<file path="src/rtl/eco_pkg.sv">
package eco_pkg;

    // Conversion timer phases
    typedef enum logic [1:0] {
        PH_IDLE  = 2'd0,  // no conversion running
        PH_OPEN  = 2'd1,  // converting, previous result still readable
        PH_QUIET = 2'd2   // converting, outputs held at zero
    } eco_phase_e;

endpackage

</file>
<file path="src/rtl/eco_conv_timer.sv">
module eco_conv_timer
    import eco_pkg::*;
#(
    parameter int CLKL_CYC = 40,
    parameter int MSB_CYC  = 56
) (
    input  logic clk,
    input  logic rst_n,
    input  logic start_in,
    output logic clkl_evt,
    output logic ready_evt,
    output logic quiet,
    output logic busy
);

    localparam int CNT_W = $clog2(MSB_CYC + 1);
    localparam logic [CNT_W-1:0] CLKL_LAST = CNT_W'(CLKL_CYC - 1);
    localparam logic [CNT_W-1:0] MSB_LAST  = CNT_W'(MSB_CYC - 1);

    typedef struct packed {
        eco_phase_e       phase;
        logic             start_prev;
        logic [CNT_W-1:0] cnt;
    } tmr_state_t;

    tmr_state_t s_q, s_d;
    logic       rise;

    assign rise      = start_in & ~s_q.start_prev;
    assign clkl_evt  = (s_q.phase == PH_OPEN)  && (s_q.cnt == CLKL_LAST);
    assign ready_evt = (s_q.phase == PH_QUIET) && (s_q.cnt == MSB_LAST);
    assign quiet     = (s_q.phase == PH_QUIET);
    assign busy      = (s_q.phase != PH_IDLE);

    always_comb begin
        s_d            = s_q;
        s_d.start_prev = start_in;
        case (s_q.phase)
            PH_IDLE: begin
                if (rise) begin
                    s_d.phase = PH_OPEN;
                    s_d.cnt   = '0;
                end
            end
            PH_OPEN: begin
                s_d.cnt = s_q.cnt + 1'b1;
                if (clkl_evt) begin
                    s_d.phase = PH_QUIET;
                end
            end
            PH_QUIET: begin
                s_d.cnt = s_q.cnt + 1'b1;
                if (ready_evt) begin
                    s_d.phase = PH_IDLE;
                    s_d.cnt   = '0;
                end
            end
            default: begin
                s_d.phase = PH_IDLE;
                s_d.cnt   = '0;
            end
        endcase
    end

    always_ff @(posedge clk or negedge rst_n) begin
        if (!rst_n) begin
            s_q.phase      <= PH_IDLE;
            s_q.start_prev <= 1'b0;
            s_q.cnt        <= '0;
        end else begin
            s_q <= s_d;
        end
    end


    start_accept_chk: assert property (@(posedge clk) disable iff (!rst_n)
        (!busy && rise) |=> (s_q.phase == PH_OPEN && s_q.cnt == '0));


    busy_ignore_chk: assert property (@(posedge clk) disable iff (!rst_n)
        (busy && !ready_evt) |=> (busy && s_q.cnt == $past(s_q.cnt) + 1'b1));


    quiet_after_clkl_chk: assert property (@(posedge clk) disable iff (!rst_n)
        clkl_evt |=> quiet);

    initial begin
        assert (CLKL_CYC >= 1 && CLKL_CYC < MSB_CYC)
            else $error("eco_conv_timer: need 1 <= CLKL_CYC < MSB_CYC");
    end

endmodule

</file>
<file path="src/rtl/eco_shifter.sv">
module eco_shifter #(
    parameter int DATA_W = 16
) (
    input  logic              clk,
    input  logic              rst_n,
    input  logic [DATA_W-1:0] sample_in,
    input  logic              burst_clk_in,
    input  logic              clkl_evt,
    input  logic              ready_evt,
    input  logic              quiet,
    output logic              data_out,
    output logic              echo_clk_out,
    output logic              data_lost_o,
    output logic              first_invalid_o
);

    localparam int BC_W = $clog2(DATA_W + 1);
    localparam logic [BC_W-1:0] FULL = BC_W'(DATA_W);

    typedef struct packed {
        logic [DATA_W-1:0] shreg;
        logic [BC_W-1:0]   left;
        logic              clk_prev;
        logic              lost;
        logic              invalid;
        logic              seen;
    } shf_state_t;

    shf_state_t s_q, s_d;
    logic       fall;
    logic       active;

    assign fall   = s_q.clk_prev & ~burst_clk_in;
    assign active = !quiet && (s_q.left != '0);

    assign data_out        = active & s_q.shreg[DATA_W-1];
    assign echo_clk_out    = s_q.clk_prev & ~quiet;
    assign data_lost_o     = s_q.lost;
    assign first_invalid_o = s_q.invalid;

    always_comb begin
        s_d          = s_q;
        s_d.clk_prev = burst_clk_in;
        if (ready_evt) begin
            s_d.shreg   = sample_in;
            s_d.left    = FULL;
            s_d.invalid = ~s_q.seen;
            s_d.seen    = 1'b1;
        end else if (clkl_evt) begin
            s_d.lost  = (s_q.left != '0);
            s_d.left  = '0;
            s_d.shreg = '0;
        end else if (fall && active) begin
            s_d.shreg = {s_q.shreg[DATA_W-2:0], 1'b0};
            s_d.left  = s_q.left - 1'b1;
        end
    end

    always_ff @(posedge clk or negedge rst_n) begin
        if (!rst_n) begin
            s_q.shreg    <= '0;
            s_q.left     <= '0;
            s_q.clk_prev <= 1'b0;
            s_q.lost     <= 1'b0;
            s_q.invalid  <= 1'b1;
            s_q.seen     <= 1'b0;
        end else begin
            s_q <= s_d;
        end
    end


    quiet_empty_chk: assert property (@(posedge clk) disable iff (!rst_n)
        quiet |-> (s_q.left == '0));


    left_bound_chk: assert property (@(posedge clk) disable iff (!rst_n)
        s_q.left <= FULL);


    shift_step_chk: assert property (@(posedge clk) disable iff (!rst_n)
        (fall && active && !ready_evt && !clkl_evt)
        |=> (s_q.left == $past(s_q.left) - 1'b1 && !echo_clk_out));


    lost_set_chk: assert property (@(posedge clk) disable iff (!rst_n)
        (clkl_evt && s_q.left != '0) |=> data_lost_o);


    invalid_once_chk: assert property (@(posedge clk) disable iff (!rst_n)
        (ready_evt && s_q.seen) |=> !first_invalid_o);

endmodule

</file>
<file path="src/rtl/eco_serial_out.sv">
module eco_serial_out
    import eco_pkg::*;
#(
    parameter int DATA_W   = 16,
    parameter int CLKL_CYC = 40,
    parameter int MSB_CYC  = 56
) (
    input  logic              clk,
    input  logic              rst_n,
    input  logic              start_in,
    input  logic [DATA_W-1:0] sample_in,
    input  logic              burst_clk_in,
    output logic              data_out,
    output logic              echo_clk_out,
    output logic              data_lost_o,
    output logic              first_invalid_o
);

    logic clkl_evt;
    logic ready_evt;
    logic quiet;
    logic busy;

    eco_conv_timer #(
        .CLKL_CYC (CLKL_CYC),
        .MSB_CYC  (MSB_CYC)
    ) u_timer (
        .clk       (clk),
        .rst_n     (rst_n),
        .start_in  (start_in),
        .clkl_evt  (clkl_evt),
        .ready_evt (ready_evt),
        .quiet     (quiet),
        .busy      (busy)
    );

    eco_shifter #(
        .DATA_W (DATA_W)
    ) u_shifter (
        .clk             (clk),
        .rst_n           (rst_n),
        .sample_in       (sample_in),
        .burst_clk_in    (burst_clk_in),
        .clkl_evt        (clkl_evt),
        .ready_evt       (ready_evt),
        .quiet           (quiet),
        .data_out        (data_out),
        .echo_clk_out    (echo_clk_out),
        .data_lost_o     (data_lost_o),
        .first_invalid_o (first_invalid_o)
    );


    ready_in_conv_chk: assert property (@(posedge clk) disable iff (!rst_n)
        ready_evt |-> (busy && quiet));

endmodule

</file>
<file path="config.mk">
export PLATFORM = sky130hd
export DESIGN_NAME = eco_serial_out
export DESIGN_NICKNAME = d
export VERILOG_FILES = /design/src/rtl/eco_pkg.sv /design/src/rtl/eco_conv_timer.sv /design/src/rtl/eco_shifter.sv /design/src/rtl/eco_serial_out.sv
export SDC_FILE = /design/constraint.sdc
export NUM_CORES = 1
export LEC_CHECK = 0
export CAP_MARGIN = 20
export CORE_UTILIZATION = 55
export CTS_BUF_LIST = sky130_fd_sc_hd__clkbuf_16
export DETAILED_ROUTE_END_ITERATION = 8
export HOLD_SLACK_MARGIN = 0.08
export PLACE_DENSITY = 0.84
export SETUP_SLACK_MARGIN = 0.4
export SLEW_MARGIN = 20
export SYNTH_ARGS = -nofsm -noshare
export SYNTH_HDL_FRONTEND = slang
export SYNTH_HIERARCHICAL = 1
export SYNTH_SLANG_ARGS = --single-unit
</file>
<file path="constraint.sdc">
create_clock -name clk -period 2.71 [get_ports clk]
set_input_delay 0.6775 -clock clk [delete_from_list [all_inputs] [get_ports clk]]
set_output_delay 0.6775 -clock clk [all_outputs]
set_load 0.01 [all_outputs]
</file>
-- Yosys cells after proc, flatten, opt, wreduce, memory -nomap -nowiden
Index checks and enable logic that the tools add are counted.
- flip-flop bits (word level): 34
- add/sub/neg operators: 2
- equality and inequality tests: 7
- multiplexer cells: 10
- bitwise gates (word level): 9
- reduce and logical (&&, ||, !) cells: 10
- operator list (operator ; number):
    2-to-1 mux 21 bit ; 3
    one-hot mux 6 bit (3 select lines) ; 1
    equality test 6 bit, second input constant ; 2
    2-to-1 mux 6 bit ; 2
    adder 6 x 1 -> 6 bit, second input constant ; 1
    2-to-1 mux 2 bit ; 3
    one-hot mux 2 bit (3 select lines) ; 1
    inverter 1 bit ; 5
    nonzero test 5 bit ; 1
    subtractor 5 x 1 -> 5 bit, second input constant ; 1
    bitwise AND 1 bit ; 4
    logical AND 1 bit ; 4
    inequality test 2 bit, second input constant ; 2
    AND reduction 3 bit ; 1
    nonzero test 3 bit ; 1
    equality test 2 x 1 -> 1 bit, second input constant ; 1
    equality test 2 bit, second input constant ; 1
    zero test 2 bit ; 1
    inequality test 2 x 1 -> 1 bit, second input constant ; 1
    AND reduction 2 bit ; 1
    zero test 1 bit ; 1

-- Depth between registers and ports, before layout
- depth in word-level cells: 7
- mapped depth: 9
- gate-level depth less buffers: 7

-- Modules after synthesis
The synthesis kept the hierarchy.
- modules (own cells, without submodules) (module ; instances ; cells an instance ; area an instance (µm²) ; seq. area each (µm²)):
    eco_shifter ; 1 ; 129 ; 1360.1 ; 626.9
    eco_conv_timer ; 1 ; 63 ; 600.6 ; 225.2

-- Worst setup path after synthesis
OpenSTA, ideal clock, no wires.
- path kind: reg2out
- from: register u_shifter/s_q[4] in the netlist's numbering
- to: output data_out
- data arrival time: 1.404 ns
- required time: 2.033 ns
- path slack: 0.628 ns
- cell stages (with the launch flop): 7
- path buffers: 2
- path through: dfrtp_1 inv_1 ha_1 nor4b_2 buf_4 buf_12 nor3b_1
- word-level cells in the longest chain between the ends: 3
- RTL lines (item ; line ; RTL):
    start: declaration ; eco_shifter.sv:29 ; shf_state_t s_q, s_d;
    nonzero test 5 bit ; eco_shifter.sv:34 ; assign active = !quiet && (s_q.left != '0);
    logical AND 1 bit ; eco_shifter.sv:34 ;
    bitwise AND 1 bit ; eco_shifter.sv:36 ; assign data_out = active & s_q.shreg[DATA_W-1];
    end: declaration ; eco_serial_out.sv:13 ; output logic data_out,
Every way passes these cells.

-- Final worst setup path
Ends and elaborated chain as after synthesis.

==> results_dict.tcl <==
set metrics [dict create \
    status "finished, final reports clean" \
    hold_viol_final 0 \
    power_density_nw_per_um2 718 \
    slew_viol_final 0 \
    vias_per_cell 6.09 \
    fmax_ghz 0.444 \
    dieArea_sq_um 3800 \
    vias 1607 \
    dpl_cell_area_sq_um 2180 \
    coreArea_sq_um 3360 \
    grt-ovfl-total 0 \
    syn-instance-count 191 \
    reg2reg_slack_ns 0.52 \
    grt_use_total_pct 23.6 \
    hold_depth 1 \
    syn_nets 218 \
    post-place-ws_ns 0.434 \
    clkLatencyLatePin_ns 0.27 \
    critPathMaxFanout 3 \
    drv_cap 0 \
    syn2layout_area_growth_pct 20.6 \
    die_width_microns 61.7 \
    setup_viol 0 \
    cp.arrival_ns 1.58 \
    worstSetupStartpointType "flip-flop" \
    cts_hold_buf 0 \
    fin_skew_ns 0.00385 \
    rsz0062_at_grt "false" \
    drtIter0Drc 74 \
    p_leak_uw 0.000979 \
    crit_required_ns 2.03 \
    antenna_found_initial 0 \
    utilization_pct 70.2 \
    wl_per_cell_microns 15.3 \
    max-vdd-ir-drop_v 0.000429 \
    die-height_microns 61.7 \
    row_count 21 \
    regToRegEndpoint "u_shifter/s_q[10]" \
    final_net_count 244 \
    drtAntennaViolNets 0 \
    syn-cell-area_sq_um 1960 \
    cts_tree "yes" \
    cts.reportedPaths.clkPinSlew_ns 0.05 \
    crit_type "reg -> out" \
    dp_hpwl_microns 2570 \
    hp-class "reg -> reg" \
    finalCritPeriodShare_pct 83.2 \
    tightest_slew_ns 0.497 \
    yosys_warnings 6 \
    clk_path_buf_depth 2 \
    worst_setup_path_end_kind "output pin" \
    port_buffers 23 \
    syn_avg_cell_area_sq_um 10.2 \
    grt_pass1_vias 1482 \
    antenna_cells 0 \
    drc 0 \
    start_util_pct 58.2 \
    cts_root_buffer "clkbuf_16" \
    grt_max_degree 35 \
    cts_max_level 2 \
    numCtsBuffers 5 \
    ff2ff_path_depth 7 \
    first_pass_iters 6 \
    timing.setup.tns_ns 0 \
    r2r_start "u_timer/s_q[0]" \
    wl_microns 4050 \
    drive_above_1_share_pct 19.7 \
    num_io_pins 24 \
    gp_congestion 0.792 \
    period_minus_slack_ns 2.25 \
    min_to "u_shifter/first_invalid_o" \
    grt_pass1_wl_microns 6580 \
    timing.final.ws_setup_ns 0.456 \
    total_power_uw 1690 \
    relSlewSlack_pct 66.8 \
    clock-sinks 34 \
    hp-start "u_shifter/s_q[0]" \
    design_area_sq_um 2360 \
]
where the power goes:
part	internal, uW	switching [uW]
clock	331	193
combinational	222	265
sequential	604	79.7
worst max-delay path, cell delays in order (launching register included):
cell and delay (ns):
dfrtp_1 0.41, inv_1 0.12, ha_1 0.20, nor4b_4 0.23, nor3b_1 0.07, dlygate4sd1_1 0.27
cell usage in the layout (no fill, tap or decap), types with 2 or more instances in the layout:
| cell type | instances |
|---|---|
| a211oi_1 | 3 |
| a21oi_2 | 3 |
| a311oi_1 | 2 |
| and2b_2 | 2 |
| buf_4 | 8 |
| clkbuf_16 | 5 |
| clkdlybuf4s50_1 | 22 |
| dfrtp_1 | 33 |
| ha_1 | 6 |
| inv_1 | 11 |
| nand2_1 | 30 |
| nand3_1 | 6 |
| nand4_1 | 8 |
| nor2_1 | 8 |
| nor3b_1 | 2 |
| o211ai_1 | 7 |
| o211ai_2 | 8 |
| o21ai_0 | 8 |
| o21ai_2 | 2 |
| o311ai_1 | 7 |
| o31ai_1 | 2 |
| or2_2 | 2 |
per-layer routing:
| metal | vias to the layer above | global-route usage (%) | wire length, microns |
|---|---|---|---|
| li1 | 758 | - | - |
| met1 | 795 | 31.6 | 1850 |
| met2 | 52 | 37.6 | 1950 |
| met3 | 2 | 6.93 | 244 |
| met4 | 0 | 6.03 | 6 |
| met5 | - | 0 | 0 |
registers in the layout, summed over array words and instances, names as in the netlist:
signal	cells
u_shifter/s_q	23
u_shifter/first_invalid_o	1
u_timer/s_q	9
u_shifter/data_lost_o	1
through the flow:
step           cells  hold slack, ns
2_1_floorplan    191           0.382
3_3_place_gp     253           0.397
3_5_place_dp     253           0.403
4_1_cts          263           0.424
5_1_grt          264           0.462
6_report         264           0.425
worst max-delay path by stage:
stage                          start           endpoint  slack (ns)  cells after the start
detailed placement    u_timer/s_q[0]  u_shifter/s_q[14]        0.43                      7
finish              u_shifter/s_q[4]           data_out        0.46                      5
global placement      u_timer/s_q[0]  u_shifter/s_q[14]        0.50                      7
floorplan           u_shifter/s_q[4]           data_out        0.63                      6
CTS                   u_timer/s_q[0]  u_shifter/s_q[14]        0.40                      7
global route        u_shifter/s_q[4]           data_out        0.40                      5
layout make-up:
type | count | area (sq um)
well taps | 46 | 57.6
flip-flops and latches | 34 | 852
inverters | 11 | 41.3
clock inverters | 3 | 12.5
multi-input cells | 134 | 982
fillers | 275 | 1000
clock buffers | 5 | 125
repair buffers | 31 | 289
what timing repair did:
item	in CTS	in global routing
setup endpoints to repair	2	17
cloned	0	0
resized for setup	4	3
buffers inserted	2	1
Note: power is estimated with default switching activity, not from simulation.
